`src/rtl/sdq_pkg.sv`:
```
package sdq_pkg;

    localparam int DW = 32;

    typedef logic [DW-1:0] word_t;

    typedef enum logic {
        OP_ADD = 1'b0,
        OP_SUB = 1'b1
    } op_e;

    typedef struct packed {
        word_t val;
        logic  sat;
    } satw_t;

    typedef struct packed {
        op_e   op;
        word_t a;
        word_t b;
    } req_t;

    localparam word_t WORD_MAX = {1'b0, {(DW-1){1'b1}}};
    localparam word_t WORD_MIN = {1'b1, {(DW-1){1'b0}}};

    // Clamp value chosen by the sign of the overflow direction
    function automatic word_t clamp_to(input logic negative);
        return negative ? WORD_MIN : WORD_MAX;
    endfunction

endpackage

```
`src/rtl/sdq_double.sv`:
```
module sdq_double
    import sdq_pkg::*;
(
    input  word_t b_in,
    output satw_t dbl_out
);
    localparam int MSB = DW - 1;

    logic overflow;

    // Shifting left loses range when the two top bits disagree
    assign overflow = b_in[MSB] ^ b_in[MSB-1];

    always_comb begin
        dbl_out.sat = overflow;
        if (overflow) begin
            dbl_out.val = clamp_to(b_in[MSB]);
        end else begin
            dbl_out.val = {b_in[MSB-1:0], 1'b0};
        end
    end
endmodule

```
`src/rtl/sdq_addsub.sv`:
```
module sdq_addsub
    import sdq_pkg::*;
(
    input  op_e   op,
    input  word_t a_in,
    input  word_t d_in,
    output satw_t res_out
);
    localparam int MSB = DW - 1;

    word_t raw;
    logic  same_sign;
    logic  overflow;

    always_comb begin
        same_sign = (a_in[MSB] == d_in[MSB]);
        if (op == OP_SUB) begin
            raw      = a_in - d_in;
            overflow = !same_sign && (raw[MSB] != a_in[MSB]);
        end else begin
            raw      = a_in + d_in;
            overflow = same_sign && (raw[MSB] != a_in[MSB]);
        end
        res_out.sat = overflow;
        res_out.val = overflow ? clamp_to(a_in[MSB]) : raw;
    end
endmodule

```
`src/rtl/sdq_sticky.sv`:
```
module sdq_sticky (
    input  logic clk,
    input  logic rst,
    input  logic set_en,
    input  logic clr,
    output logic flag
);
    always_ff @(posedge clk) begin
        if (rst) begin
            flag <= 1'b0;
        end else if (set_en) begin
            flag <= 1'b1;
        end else if (clr) begin
            flag <= 1'b0;
        end
    end
endmodule

```
`src/rtl/sdq_unit.sv`:
```
module sdq_unit
    import sdq_pkg::*;
(
    input  logic        clk,
    input  logic        rst,
    input  logic        in_valid,
    input  logic        op_sub,
    input  logic [31:0] opnd_a,
    input  logic [31:0] opnd_b,
    input  logic        sat_clr,
    output logic        out_valid,
    output logic [31:0] result,
    output logic        sat_now,
    output logic        sat_sticky
);
    req_t  req;
    satw_t dbl;
    satw_t sum;
    logic  step_sat;

    always_comb begin
        req.op = op_sub ? OP_SUB : OP_ADD;
        req.a  = opnd_a;
        req.b  = opnd_b;
    end

    sdq_double u_double (
        .b_in    (req.b),
        .dbl_out (dbl)
    );

    sdq_addsub u_addsub (
        .op      (req.op),
        .a_in    (req.a),
        .d_in    (dbl.val),
        .res_out (sum)
    );

    assign step_sat = in_valid && (dbl.sat || sum.sat);

    always_ff @(posedge clk) begin
        if (rst) begin
            result    <= '0;
            out_valid <= 1'b0;
            sat_now   <= 1'b0;
        end else begin
            out_valid <= in_valid;
            sat_now   <= step_sat;
            if (in_valid) begin
                result <= sum.val;
            end
        end
    end

    sdq_sticky u_sticky (
        .clk    (clk),
        .rst    (rst),
        .set_en (step_sat),
        .clr    (sat_clr),
        .flag   (sat_sticky)
    );
endmodule

```
`config.mk`:
```
export PLATFORM = sky130hd
export DESIGN_NAME = sdq_unit
export DESIGN_NICKNAME = d
export VERILOG_FILES = /design/src/rtl/sdq_pkg.sv /design/src/rtl/sdq_double.sv /design/src/rtl/sdq_addsub.sv /design/src/rtl/sdq_sticky.sv /design/src/rtl/sdq_unit.sv
export SDC_FILE = /design/constraint.sdc
export NUM_CORES = 1
export LEC_CHECK = 0
export BUFFER_PORTS_ARGS = -buffer_cell sky130_fd_sc_hd__buf_4
export CAP_MARGIN = 20
export CORE_UTILIZATION = 40
export CTS_CLUSTER_DIAMETER = 120
export DETAILED_ROUTE_END_ITERATION = 12
export SLEW_MARGIN = 5
export SYNTH_ARGS = -nofsm -noshare
export SYNTH_HDL_FRONTEND = slang
export SYNTH_SLANG_ARGS = --single-unit
```
`constraint.sdc`:
```
create_clock -name clk -period 14 [get_ports clk]
set_input_delay 3.5 -clock clk [delete_from_list [all_inputs] [get_ports clk]]
set_output_delay 3.5 -clock clk [all_outputs]
set_load 0.01 [all_outputs]
```
After elaboration in Yosys (flattened, before gate mapping)
Cells that the tools add are included.
Word-level totals
  logic and storage cells: 25
  output and inout port bits: 35
  input port bits: 69
  register bits after elaboration: 35
Operators by class
  eq/ne operators: 3
  mux-type cells: 9
  add/sub/neg operators: 2
  bitwise gates (word level): 1
  reduce and logical (&&, ||, !) cells: 6
Operators by type and width (number)
  $mux 32: 5
  $add 32x32->32: 1
  $sub 32x32->32: 1
  $mux 1: 4
  $logic_and 1x1->1: 3
  $ne 1x1->1: 2
  $reduce_bool 2->1: 1
  $eq 1x1->1: 1
  $logic_not 1->1: 1
  $logic_or 1x1->1: 1
  $xor 1x1->1: 1

Depth between registers and ports, before layout
  word-level depth: 9
  depth in mapped cells: 19
  gate-level depth less buffers: 15

Modules after synthesis
From an unflattened synthesis, not the netlist that was laid out.
Second synthesis, totals
  cells, all modules: 761
  area, all modules: 5524.0 um^2
Modules (own cells, without submodules)
  sdq_addsub: cells an instance 573, seq. area each 0.0 um^2, area each 3892.5 um^2, instances 1
  sdq_unit: cells an instance 109, seq. area each 680.7 um^2, area each 1233.7 um^2, instances 1
  sdq_double: cells an instance 75, seq. area each 0.0 um^2, area each 359.1 um^2, instances 1
  sdq_sticky: cells an instance 4, seq. area each 20.0 um^2, area each 38.8 um^2, instances 1

Worst setup path after synthesis
Ideal clock, no wire load.
  path kind: input port to flip-flop
  start: input opnd_b[31]
  end: register result[25]
  required time: 13.883 ns
  stages: 18
  data arrival time: 7.358 ns
  path slack: 6.525 ns
  buffers on the path: 4
  library setup time: 0.117 ns
  cells stage by stage: inv_1 > ha_1 > clkbuf_1 > nor2_1 > clkbuf_1 > clkbuf_1 > a21o_1 > ha_1 > or4_4 > a2111oi_4 > a21o_2 > nor3b_2 > a211oi_4 > nor3_2 > nor4b_4 > buf_6 > o31ai_1 > a22o_1
Between the ends
  cells in the longest elaborated chain, start to end: 7
  elaborated cells between the ends (all ways): 14
  those cells by class: 2 x add/sub; 3 x eq/ne; 5 x mux; 1 x bitwise; 3 x reduce/logical
RTL lines
  from (decl): RTL line sdq_unit.sv:9  | input logic [31:0] opnd_b,
  $mux 32 or $xor 1x1->1 (tied branches): RTL line sdq_pkg.sv:28, sdq_double.sv:12
  $mux 32 *: RTL line sdq_double.sv:16  | if (overflow) begin
  $add 32x32->32, or another cell as far along: RTL line sdq_addsub.sv:21  | raw = a_in + d_in;
  $ne 1x1->1, or another cell as far along: RTL line sdq_addsub.sv:22  | overflow = same_sign && (raw[MSB] != a_in[MSB]);
  $logic_and 1x1->1 (on tied branches): RTL line sdq_addsub.sv:22, sdq_addsub.sv:19
  $mux 1: RTL line sdq_addsub.sv:17  | if (op == OP_SUB) begin
  $mux 32 *: RTL line sdq_addsub.sv:25  | res_out.val = overflow ? clamp_to(a_in[MSB]) : raw;
  to (signal assigned): RTL line sdq_unit.sv:50  | result <= sum.val;
  to (decl): RTL line sdq_unit.sv:12  | output logic [31:0] result,
Every way passes the cells marked *; elsewhere a longest branch is shown, timed or not.
A chain may end at the register's enable or synchronous reset.

Worst setup path after layout
  start: input opnd_b[31]
  end: register result[29]
The elaborated chain is that of the path after synthesis.

==> run_results.csv <==
group,metric,value,unit
sta,clock.fmax,121.1,MHz
routing,drt_iter0_markers,506,
cells_and_area,diodes,0,
logic_synthesis,syn-cell-area,0.005250,mm²
floorplanning,fp.coreArea,0.01272,mm²
power_and_ir_drop,power_density,96.74,mW/mm²
sta,timing_worst_slew_pin_value,816.8,ps
power_and_ir_drop,p_leak,0.003027,µW
worst_setup_path,max_stage_delay,660,ps
worst_setup_path,cp.buffers_inverters,4,
routing,post-route-drc-count,0,
cells_and_area,area_growth,19.23,%
cells_and_area,nets,939,
worst_setup_path,worstPathCellList,"buf_4 -> inv_1 -> ha_1 -> nor2_2 -> buf_4 -> a21o_1 -> ha_1 -> or4_4 -> a2111oi_4 -> a21o_2 -> nor3b_2 -> a211oi_4 -> nor3_2 -> nor4b_4 -> buf_4 -> o21bai_2 -> a311oi_2",
logic_synthesis,syn-instance-count,733,
routing,finalWirelength,17030,µm
placement,pre_cts_slack,5514,ps
sta,clock_skew,0,ps
clock_network,clk_latency,270,ps
sta,post-route-period-util,58.98,%
worst_hold_path,worst_hold_path.endpoint,"result[1]$_SDFFE_PP0P_",
logic_synthesis,synth-edff-count,0,
routing,postRouteAntennaNets,0,
logic_synthesis,yosysSeqAreaShare,13.35,%
logic_synthesis,syn_nets,869,
worst_setup_path,worstPathRequired,14190,ps
worst_setup_path,worst-r2r-setup-slack,13150,ps
clock_network,h-tree-depth,2,
routing,viasPerCell,5.810,
worst_setup_path,cp.arrival,8450,ps
global_routing,grt_max_degree,57,
outcome,status,"finished, final reports clean",
worst_setup_path,worstSetupStartpointType,"input port",
global_routing,grt_use_total,24.87,%
clock_network,cts_sinks,35,
sta,rsz0062_at_grt,"no",
worst_setup_path,critical_path_class,"in -> reg",
placement,place_inst,967,
sta,setup_ws,5743,ps
sta,fin_tns_setup,0,ps
logic_synthesis,ys_ff_latch,35,
clock_network,post_cts_buffers,0,
routing,wl_per_cell,17.45,µm
worst_setup_path,critPathTopFamily,"simple AND/OR/NAND/NOR gates",
clock_network,cts_tree,"built",
floorplanning,rows,41,
clock_network,hold_buffers,0,
worst_hold_path,holdPathStages,1,
sta,finalHoldViolations,0,
floorplanning,die_area,0.01359,mm²
floorplanning,pin_count,104,
cells_and_area,fin_cells,976,
logic_synthesis,synth.avg_cell_area,7.162,µm²
cells_and_area,post-route-util,49.20,%
sta,min_period,8257,ps
floorplanning,die_x,116.6,µm
worst_hold_path,min_from,"result[1]$_SDFFE_PP0P_",
power_and_ir_drop,irDropWorstVdd,0.05459,mV
global_routing,grt_antenna_before_repair,0,
clock_network,clockBufferDepth,2,
worst_setup_path,end_kind,"register",
global_routing,grt_pass1_wl,26860,µm
clock_network,cts-root-buf,"clkbuf_16",
routing,via_count,5671,
worst_hold_path,hold_class,"reg -> reg",
worst_setup_path,cp_common_cell,"buf_4",
sta,setup_viol,0,
clock_network,cts_resized,0,
floorplanning,fp.dieH,116.6,µm
cells_and_area,final_cell_mix,"109 x buf_4, 67 x nor2_1, 66 x inv_1, 65 x ha_1, 64 x a21oi_1",
cells_and_area,layout_commonest_cell,"buf_4",
cells_and_area,drive_gt1_share,17.04,%
sta,slew_viol_final,0,
logic_synthesis,yosysWarnings,0,
routing,drt_first_pass_iters,5,
placement,io_buffers,103,
worst_setup_path,reg2reg_to,"u_sticky.flag$_SDFFE_PP0P_",
floorplanning,initial_core_util,41.27,%
global_routing,grt.overflow.total,0,
global_routing,grt_pass1_vias,5181,
worst_setup_path,crit_path_max_fanout,17,
logic_synthesis,synth-main-ff-cell,"dfxtp_1",
clock_network,numCtsBuffers,5,
worst_setup_path,reg2reg_depth,3,
placement,dp_hpwl,13550,µm
logic_synthesis,async_reset_ff_share,0,%
flow_run,max-cap-violations,0,
sta,slew_headroom,45.43,%
placement,place_congestion,0.8869,
logic_synthesis,netlist-cell-type-count,76,
clock_network,clkTransAtPathRegs,50,ps
worst_setup_path,cp_slowest_cell,"nor4b_4",
worst_setup_path,r2r_start,"u_sticky.flag$_SDFFE_PP0P_",
cell usage after synthesis, drive strengths merged, types with 3 or more instances:
library cell,n,area [µm²]
a31oi,10,62.56
o21ai,43,215.2
nor2b,8,50.05
nand2b,9,56.30
o21a,6,45.04
a211oi,14,117.6
buf,11,68.81
inv,66,247.7
o31ai,11,82.58
o311ai,4,35.03
o22ai,3,18.77
nor4,9,56.30
dfxtp,35,700.7
ha,65,813.3
o21bai,7,56.30
nor3,23,125.1
and3,9,56.30
a22o,17,148.9
nor3b,5,42.54
or3,8,50.05
a21o,44,331.6
o221ai,3,26.28
and4,3,26.28
nor2,68,255.2
xnor2,21,183.9
a2111oi,7,86.33
o31a,3,26.28
nand4,6,37.54
a311oi,3,32.53
nand2,49,183.9
nand3,10,50.05
a21oi,64,320.3
clkbuf,35,131.4
a221oi,6,52.55
or4,3,26.27
o211ai,7,57.55
through the flow:
stage | instance area (µm²) | power [µW] | hold slack, ps
2_1_floorplan | 5250 | 363.4 | 481.8
3_3_place_gp | 6078 | 469.2 | 461.4
3_5_place_dp | 6078 | 472.2 | 467.1
4_1_cts | 6252 | 602.7 | 482.9
5_1_grt | 6260 | 648.0 | 512.9
6_report | 6260 | 605.6 | 479.6
kinds of logic (layout without fill, tap and decap cells):
family                     count (synthesis)  count (layout)  synth area share (%)
adders and majority gates                 67              67                 16.25
DFF                                       35              35                 13.35
AOI/OAI and AO/OA                        274             274                 36.49
and+or+nand+nor                          218             218                 20.73
xor gates and xnor gates                  23              23                 3.837
muxes                                      4               4                0.8103
buffers and inverters                    112             183                 8.532
registers in the layout, indices dropped and copies added, names as in the netlist:
| signal | count |
|---|---|
| out_valid | 1 |
| result | 32 |
| sat_now | 1 |
| u_sticky.flag | 1 |
per-layer routing:
metal,wire length (µm),GRT usage (%),up-vias
li1,-,-,2812
met1,8281,36.35,2631
met2,7528,39.29,210
met3,1038,2.595,18
met4,184,4.979,0
met5,0,0,-
where the power goes:
part | internal, µW | total, µW | leakage, µW | switching (µW)
logic | 144 | 355 | 0.00265 | 212
clock network | 88.4 | 129 | 0.0000868 | 40.2
registers | 113 | 122 | 0.000290 | 8.27
worst max-delay path by stage:
stage,start,to,slack (ps),cells after the start
detailed placement,opnd_b[31],result[29]$_SDFFE_PP0P_,5510,17
CTS,opnd_b[31],result[29]$_SDFFE_PP0P_,5790,17
floorplan,opnd_b[31],result[25]$_SDFFE_PP0P_,6530,18
global route,opnd_b[31],result[29]$_SDFFE_PP0P_,5360,17
global placement,opnd_b[31],result[29]$_SDFFE_PP0P_,5680,17
finish,opnd_b[31],result[29]$_SDFFE_PP0P_,5740,17
layout make-up:
type	instances	area, µm²
Fill cell	1320	6462
Clock inverter	2	35.03
Tap cell	172	215.2
Multi-Input combinational cell	586	4104
Clock buffer	6	138.9
Timing Repair Buffer	109	818.3
Inverter	66	247.7
Sequential cell	35	700.7
Note: power is estimated with default switching activity, not from simulation.
